[config.mk]
export PLATFORM = sky130hd
export DESIGN_NAME = pll_lock_qualifier
export DESIGN_NICKNAME = d
export VERILOG_FILES = /design/src/rtl/pll_cal_pkg.sv /design/src/rtl/pll_band_classifier.sv /design/src/rtl/pll_poll_ticker.sv /design/src/rtl/pll_lock_sequencer.sv /design/src/rtl/pll_lock_qualifier.sv
export SDC_FILE = /design/constraint.sdc
export NUM_CORES = 1
export LEC_CHECK = 0
export BUFFER_PORTS_ARGS = -buffer_cell sky130_fd_sc_hd__buf_2
export CORE_AREA = 2 2 109 111
export CTS_BUF_LIST = sky130_fd_sc_hd__clkbuf_8
export CTS_CLUSTER_DIAMETER = 40
export DETAILED_ROUTE_END_ITERATION = 10
export DIE_AREA = 0 0 111 113
export PLACE_DENSITY_LB_ADDON = 0.08
export SYNTH_ARGS = -nofsm -noshare
export SYNTH_HDL_FRONTEND = slang
export SYNTH_SLANG_ARGS = --single-unit
[constraint.sdc]
create_clock -name clk -period 16 [get_ports clk]
set_input_delay 1.6 -clock clk [delete_from_list [all_inputs] [get_ports clk]]
set_output_delay 1.6 -clock clk [all_outputs]
set_load 0.05 [all_outputs]
[src/rtl/pll_cal_pkg.sv]
package pll_cal_pkg;

    localparam logic [19:0] COUNT_SIGNATURE = 20'hABCDE;

    typedef enum logic [1:0] {
        ST_IDLE = 2'd0,
        ST_SEEK = 2'd1,
        ST_HOLD = 2'd2
    } cal_state_e;

    typedef struct packed {
        logic [6:0] mhz;
        logic [7:0] lo;
        logic [7:0] hi;
        logic       fast;
    } band_info_t;

    function automatic logic [6:0] pick_band(input logic [19:0] sig,
                                             input logic [8:0]  cnt);
        logic [15:0] scaled;
        scaled = ({7'd0, cnt} * 16'd77) / 16'd192;
        if (sig != COUNT_SIGNATURE) return 7'd33;
        if (scaled < 16'd40)        return 7'd33;
        if (scaled < 16'd45)        return 7'd40;
        if (scaled < 16'd55)        return 7'd50;
        return 7'd66;
    endfunction

    function automatic logic [7:0] window_floor(input logic [6:0] mhz);
        logic [12:0] prod;
        prod = ({6'd0, mhz} * 13'd48) / 13'd66;
        return prod[7:0];
    endfunction

endpackage

[src/rtl/pll_band_classifier.sv]
module pll_band_classifier
    import pll_cal_pkg::*;
(
    input  logic [19:0] sig_i,
    input  logic [8:0]  cnt_i,
    output band_info_t  info_o
);
    logic [6:0] mhz;
    logic [7:0] lo;

    always_comb begin
        mhz         = pick_band(sig_i, cnt_i);
        lo          = window_floor(mhz);
        info_o.mhz  = mhz;
        info_o.lo   = lo;
        info_o.hi   = lo + 8'd2;
        info_o.fast = (mhz > 7'd60);
    end
endmodule

[src/rtl/pll_poll_ticker.sv]
module pll_poll_ticker #(
    parameter int POLL_INTERVAL = 16
) (
    input  logic clk,
    input  logic rst,
    input  logic restart_i,
    input  logic run_i,
    output logic tick_o
);
    generate
        if (POLL_INTERVAL <= 1) begin : g_every_clock
            assign tick_o = run_i;
        end else begin : g_counter
            localparam int TW = $clog2(POLL_INTERVAL + 1);
            localparam logic [TW-1:0] RELOAD = TW'(POLL_INTERVAL - 1);
            logic [TW-1:0] remain;

            always_ff @(posedge clk) begin
                if (rst) begin
                    remain <= RELOAD;
                end else if (restart_i) begin
                    remain <= RELOAD;
                end else if (run_i) begin
                    if (remain == '0) remain <= RELOAD;
                    else              remain <= remain - 1'b1;
                end
            end

            assign tick_o = run_i && (remain == '0);

            // A restart always pushes the next tick at least one clock out
            assert_restart_defers_R6: assert property (@(posedge clk) disable iff (rst)
                restart_i |=> !tick_o);
        end
    endgenerate
endmodule

[src/rtl/pll_lock_sequencer.sv]
module pll_lock_sequencer
    import pll_cal_pkg::*;
#(
    parameter int LOCK_WAIT_POLLS = 20480,
    parameter int HOLD_SAMPLES    = 4096,
    parameter int MAX_ATTEMPTS    = 8
) (
    input  logic       clk,
    input  logic       rst,
    input  logic       start_i,
    input  logic       lock_i,
    input  logic       tick_i,
    input  band_info_t info_i,
    output logic       restart_o,
    output logic       run_o,
    output logic       busy_o,
    output logic       done_o,
    output logic       pass_o,
    output logic       tune_o,
    output band_info_t info_o
);
    localparam int PW = $clog2(LOCK_WAIT_POLLS + 1);
    localparam int HW = $clog2(HOLD_SAMPLES + 1);
    localparam int AW = $clog2(MAX_ATTEMPTS + 1);
    localparam logic [PW-1:0] LAST_POLL = PW'(LOCK_WAIT_POLLS - 1);
    localparam logic [HW-1:0] LAST_HOLD = HW'(HOLD_SAMPLES - 1);
    localparam logic [AW-1:0] LAST_ATT  = AW'(MAX_ATTEMPTS - 1);

    cal_state_e  state;
    logic [PW-1:0] poll_cnt;
    logic [HW-1:0] hold_cnt;
    logic [AW-1:0] attempt;
    logic        accept;
    logic        seek_timeout;
    logic        hold_drop;
    logic        attempt_fail;
    logic        last_attempt;
    logic        confirmed;

    always_comb begin
        accept       = (state == ST_IDLE) && start_i;
        seek_timeout = (state == ST_SEEK) && tick_i && !lock_i && (poll_cnt == LAST_POLL);
        hold_drop    = (state == ST_HOLD) && !lock_i;
        attempt_fail = seek_timeout || hold_drop;
        last_attempt = (attempt == LAST_ATT);
        confirmed    = (state == ST_HOLD) && lock_i && (hold_cnt == LAST_HOLD);
        restart_o    = accept || (attempt_fail && !last_attempt);
        run_o        = (state == ST_SEEK);
        busy_o       = (state != ST_IDLE);
    end

    always_ff @(posedge clk) begin
        if (rst) begin
            state    <= ST_IDLE;
            poll_cnt <= '0;
            hold_cnt <= '0;
            attempt  <= '0;
            tune_o   <= 1'b0;
            done_o   <= 1'b0;
            pass_o   <= 1'b0;
            info_o   <= '0;
        end else if (accept) begin
            info_o   <= info_i;
            tune_o   <= 1'b1;
            done_o   <= 1'b0;
            pass_o   <= 1'b0;
            attempt  <= '0;
            poll_cnt <= '0;
            state    <= ST_SEEK;
        end else if (attempt_fail) begin
            tune_o <= 1'b0;
            if (last_attempt) begin
                done_o <= 1'b1;
                pass_o <= 1'b0;
                state  <= ST_IDLE;
            end else begin
                attempt  <= attempt + 1'b1;
                poll_cnt <= '0;
                state    <= ST_SEEK;
            end
        end else if (confirmed) begin
            tune_o <= 1'b0;
            done_o <= 1'b1;
            pass_o <= 1'b1;
            state  <= ST_IDLE;
        end else begin
            case (state)
                ST_SEEK: if (tick_i) begin
                    if (lock_i) begin
                        hold_cnt <= '0;
                        state    <= ST_HOLD;
                    end else begin
                        poll_cnt <= poll_cnt + 1'b1;
                    end
                end
                ST_HOLD: hold_cnt <= hold_cnt + 1'b1;
                ST_IDLE: ;
                default: state <= ST_IDLE;
            endcase
        end
    end

    assert_tune_within_run_R5: assert property (@(posedge clk) disable iff (rst)
        tune_o |-> busy_o);
    assert_pass_needs_done_R7: assert property (@(posedge clk) disable iff (rst)
        pass_o |-> done_o);
    assert_done_when_idle_R9: assert property (@(posedge clk) disable iff (rst)
        done_o |-> !busy_o);
    assert_band_frozen_R9: assert property (@(posedge clk) disable iff (rst)
        (busy_o && $past(busy_o)) |-> $stable(info_o));
    assert_start_clears_R9: assert property (@(posedge clk) disable iff (rst)
        (!busy_o && start_i) |=> (busy_o && !done_o && tune_o));
    assert_attempt_bound_R8: assert property (@(posedge clk) disable iff (rst)
        attempt <= LAST_ATT);
endmodule

[src/rtl/pll_lock_qualifier.sv]
module pll_lock_qualifier
    import pll_cal_pkg::*;
#(
    parameter int POLL_INTERVAL   = 16,
    parameter int LOCK_WAIT_POLLS = 20480,
    parameter int HOLD_SAMPLES    = 4096,
    parameter int MAX_ATTEMPTS    = 8
) (
    input  logic        clk,
    input  logic        rst,
    input  logic        start_i,
    input  logic [31:0] count_word_i,
    input  logic        lock_raw_i,
    output logic        busy_o,
    output logic        done_o,
    output logic        pass_o,
    output logic        tune_en_o,
    output logic [6:0]  band_mhz_o,
    output logic        fast_bus_o,
    output logic [7:0]  win_low_o,
    output logic [7:0]  win_high_o
);
    band_info_t band_now;
    band_info_t band_held;
    logic       tick;
    logic       restart;
    logic       run;
    logic       unused_gap_bits;

    assign unused_gap_bits = ^count_word_i[11:9];

    pll_band_classifier u_classify (
        .sig_i  (count_word_i[31:12]),
        .cnt_i  (count_word_i[8:0]),
        .info_o (band_now)
    );

    pll_poll_ticker #(.POLL_INTERVAL(POLL_INTERVAL)) u_ticker (
        .clk       (clk),
        .rst       (rst),
        .restart_i (restart),
        .run_i     (run),
        .tick_o    (tick)
    );

    pll_lock_sequencer #(
        .LOCK_WAIT_POLLS (LOCK_WAIT_POLLS),
        .HOLD_SAMPLES    (HOLD_SAMPLES),
        .MAX_ATTEMPTS    (MAX_ATTEMPTS)
    ) u_seq (
        .clk       (clk),
        .rst       (rst),
        .start_i   (start_i),
        .lock_i    (lock_raw_i),
        .tick_i    (tick),
        .info_i    (band_now),
        .restart_o (restart),
        .run_o     (run),
        .busy_o    (busy_o),
        .done_o    (done_o),
        .pass_o    (pass_o),
        .tune_o    (tune_en_o),
        .info_o    (band_held)
    );

    assign band_mhz_o = band_held.mhz;
    assign fast_bus_o = band_held.fast;
    assign win_low_o  = band_held.lo;
    assign win_high_o = band_held.hi;
endmodule

# After elaboration in Yosys (flattened, before gate mapping)
# Index checks and enable logic that the tools add are counted.
# totals
regBits	66
in_bits	36
output_inout_bits	28
elab_cells	121
# op_classes
add_sub_neg	5
n_mul	2
div_mod_pow	2
magnitude_cmp	4
n_eq_ne	18
mux	43
bitwise	4
n_reduce_logical	30
# op_table
op	n
15-bit 2-to-1 mux	6
7-bit 2-to-1 mux	8
16-bit by 6-bit less-than comparator with 1-bit output, second input constant	3
13-bit 2-to-1 mux	2
13-bit one-hot mux with 2 select lines	1
1-bit 2-to-1 mux	20
20-bit inequality test, second input constant	1
16-bit by 8-bit divider with 16-bit output, second input constant	1
9-bit by 7-bit multiplier with 16-bit output, second input constant	1
15-bit by 1-bit adder with 15-bit output, second input constant	1
15-bit equality test, second input constant	1
13-bit by 1-bit adder with 13-bit output, second input constant	1
13-bit by 7-bit divider with 13-bit output, second input constant	1
13-bit by 12-bit equality test with 1-bit output, second input constant	1
2-bit nonzero test	5
1-bit logical AND	9
7-bit by 2-bit multiplier with 9-bit output, second input constant	1
8-bit by 2-bit adder with 8-bit output, second input constant	1
2-bit 2-to-1 mux	4
4-bit by 1-bit inequality test with 1-bit output, second input constant	2
7-bit by 6-bit greater-than comparator with 1-bit output, second input constant	1
2-bit by 1-bit inequality test with 1-bit output, second input constant	3
2-bit inequality test, second input constant	3
3-bit AND reduction	2
other kinds (21)	29

# Logic depth before layout (Yosys ltp)
# logic_depth
depth_word	17
ltp_mapped	67
mapped_depth_nobuf	62

# By module
# A second synthesis with hierarchy kept.
# hier_totals
cells_unflattened	893
hier_area_um2	6929.1
# by_module_without_submodules
module	n_inst	cells_per_inst	area_per_inst_um2	seq_area_each_um2
pll_band_classifier	1	516	3843.7	0.0
pll_lock_sequencer	1	353	2855.2	1221.2
pll_poll_ticker	1	24	230.2	100.1

# Least setup slack after synthesis
# OpenSTA, ideal clock, no wires.
# synth_path
path_type	input-to-reg
startpoint	input port count_word_i[4]
endpoint	register u_seq.info_o[1] in the netlist's numbering
setup_ns	0.091
t_arrival_ns	14.668
required_time_ns	15.909
path_slack_ns	1.241
stages	66
n_path_buf	4
cell_sequence	ha_1 ha_1 inv_1 fa_1 fa_1 inv_1 ha_1 and2_4 a221oi_2 a21oi_1 or4_4 buf_6 nor4_4 a211oi_2 a221oi_2 nor2_2 a31oi_1 clkbuf_1 (+30 left out) o21a_1 buf_6 o32ai_4 o21ai_2 a211o_1 buf_2 inv_1 ha_1 o41ai_2 nor3b_2 and2_1 inv_1 ha_1 nor2_1 a211oi_1 nor4_1 a211o_1 a311oi_1
# synth_rtl
element	line_no	rtl
start: declaration	pll_lock_qualifier.sv:12	input logic [31:0] count_word_i,
end signal: assignment	pll_lock_sequencer.sv:63	info_o <= info_i;
end: declaration	pll_lock_sequencer.sv:20	output band_info_t info_o

==> run metrics <==
outcome=complete, no violations; area of the multi-input gates=0.00519 mm²; PD cells=92.2 mW/mm²; mux contribution to synthesized area=0.0248; number of synthesized flops with an enable pin=0; maxcap violations=0; Compound-Gate Fraction of Synth Area=0.282; reg2reg end=u_seq.poll_cnt[7]; Ys Warns=0; relative slew slack=0.497; CTS tree=yes; Worst Setup Start Kind=input pin; worst r2r src=u_ticker.g_counter.remain[0]; Post-synth ARST share=0; most frequent cells in the layout=nor2_1 (88), nand2_1 (76), dfxtp_1 (62), ha_1 (60), buf_2 (58); gpl congestion=0.889; core region area=0.0113 mm²; Vias/cell=6.20; sequential-to-total area share from yosys stat=0.186; Max stage delay on crit path=0.65 ns; Initial Util=0.592; Avg WL per Cell=15.4 µm; FF+latch area=0.00124 mm²; final setup skew=0.00992 ns; largest net degree at the start of global routing=25; hold path endpoint=u_seq.info_o[4]; share of cells above drive strength 1=0.176; worst slew pin tran=0.743 ns; clk buf depth=2; Std-Cell Rows=39; DRC=0; Netlist cell types=101; post-route ant nets=0; HP Class=reg -> reg; Port Buffer Count=58; VDD IR max=0.0705 mV; CTS Hold Bufs=0; crit end category=flip-flop; Hold Worst Slack=0.450 ns; gr ovfl total=0; Die Area=0.0125 mm²; setup violators final=0; GRT Resource Usage Total=0.257; Reg2Reg Depth=14; via count=6495; f_max=66.3 MHz; total negative setup slack=0 ns; register bit total from synthesis=62; worst slack at placement=0.120 ns; Avg Cell Area, Syn=7.94 µm²; Hold Crit Start=u_seq.info_o[4]; DP HPWL=12.4 mm; Final min period=15.07 ns; CTS Root Cell=clkbuf_8; main combinational cell family by area after synthesis=compound AO/OA/AOI/OAI gates; flop-to-flop setup slack=12.88 ns; vias in the first global route=6008; Slew Limit Fails=0; crit path max fanout=12; CTS Buf Count=9; most numerous cell on the critical path=ha_1; first-pass GRT wire length=27.5 mm; # IOs=64; Final period util=0.942; adder-cell share of the synthesized area=0.144; initial antenna violation count=0; Worst-path clk slew=0.07 ns; fillcell total=951; xor/xnor cell area share of the yosys netlist=0.0546; Final Hold Fails=0; slowest library cell on the worst path=or4_4; nets@finish=1006; Die Height=113 µm; Initial DRC Count=596; post-synthesis simple-gate area fraction=0.258; Sink Count=62; Setup WS post-layout=0.925 ns; commonest non-fill, non-tap cell in the layout=nor2_1; Post-Syn Instances=840; Hold Path Cell Cnt=2; final wirelength=16.1 mm; Setup CP Type=in -> reg; Critical Path RT=16.25 ns; Worst EP arrival=15.32 ns; worst skew pair latency=0.34 ns; width of the chip=111 µm; Pleak=3.16 nW; H-tree depth=3; Synth Cell Area=0.00667 mm²; Antenna Cells=0; DR pass1 iterations=5; Layout area overhead=11.2%; Post-synth top flop=dfxtp_1
layer usage:
metal,vias to the layer above,global-route usage,share of wire
li1,3232,-,-
met1,3085,0.352,0.48
met2,165,0.424,0.46
met3,13,0.0359,0.044
met4,0,0.0742,0.011
met5,-,0,0
layout make-up:
cell class / instances / area share
well taps: 143 / 0.0241
inverters: 44 / 0.0223
clock inverters: 4 / 0.00287
clock buffers: 12 / 0.0223
multi-input cells: 703 / 0.701
repair buffers: 79 / 0.0604
flip-flops and latches: 62 / 0.167
registers in the layout, summed over array words and instances (netlist names):
register,count
u_seq.poll_cnt,15
u_seq.done_o,1
u_seq.pass_o,1
u_seq.state,2
u_ticker.g_counter.remain,5
u_seq.attempt,4
u_seq.tune_o,1
u_seq.hold_cnt,13
u_seq.info_o,20
where the power goes:
group	internal (mW)	total (mW)	switching, mW	leakage [nW]
registers	0.157	0.159	0.00143	0.503
logic	0.152	0.400	0.248	2.56
clock network	0.0677	0.125	0.0572	0.0996
critical path: cells and delay by family:
kind / cells / cell delay, ns
adders and majority gates: 10 / 3.34
muxes: 2 / 0.29
buffers and inverters: 9 / 0.83
AOI/OAI and AO/OA: 22 / 5.55
and+or+nand+nor: 19 / 3.70
repair_timing:
item,in CTS,in global routing
gates resized for setup,0,20
endpoints found under the setup margin,0,5
setup buffers,0,7
endpoints found under the hold margin,0,0
cells in the mapped netlist (5+ instances only):
cell	instances	share of area
a211oi_1	20	0.023
a21o_1	12	0.014
a21oi_1	57	0.043
a221o_1	5	0.0075
a31oi_1	7	0.0066
and2_1	14	0.013
and3_1	20	0.019
buf_2	7	0.0053
clkbuf_1	16	0.0090
dfxtp_1	62	0.19
fa_1	10	0.030
ha_1	61	0.11
inv_1	44	0.025
mux2i_1	12	0.018
nand2_1	78	0.044
nand2b_1	12	0.011
nand3_1	23	0.017
nand4_1	7	0.0066
nor2_1	88	0.050
nor2b_1	10	0.0094
nor3_1	31	0.023
nor4_1	6	0.0056
o211ai_1	10	0.011
o21ai_0	25	0.019
o22ai_1	6	0.0056
o31ai_1	7	0.0079
or2_2	5	0.0047
or3_1	11	0.010
xnor2_1	23	0.030
xor2_1	16	0.021
cells by family (layout without fill, tap and decap cells):
logic type               after synthesis  after routing
flip-flops                            62             62
XOR/XNOR                              40             40
AO/OA/AOI/OAI                        239            239
multiplexers                          16             16
adder cells (fa/ha/maj)               71             71
other                                  1              2
AND/OR/NAND/NOR                      335            335
buffers and inverters                 76            139
worst max path at each step:
stage | from | to | slack (ns) | cells after the start
global route | count_word_i[4] | u_seq.info_o[1] | -0.05 | 62
finish | count_word_i[4] | u_seq.info_o[1] | 0.93 | 62
CTS | count_word_i[5] | u_seq.info_o[1] | 0.41 | 61
global placement | count_word_i[4] | u_seq.info_o[1] | 0.50 | 62
detailed placement | count_word_i[5] | u_seq.info_o[1] | 0.12 | 61
floorplan | count_word_i[4] | u_seq.info_o[1] | 1.24 | 66
metrics by stage:
step | cells | power (mW) | area [µm²] | utilization
final | 1047 | 0.683 | 7410 | 0.658
after global routing | 1047 | 0.732 | 7410 | 0.658
after CTS | 1040 | 0.640 | 7270 | 0.645
after detailed placement | 1024 | 0.513 | 7080 | 0.628
after global placement | 1024 | 0.503 | 7080 | 0.628
after floorplan | 841 | 0.450 | 6670 | -
No activity file was read; power rests on OpenSTA's default activity.
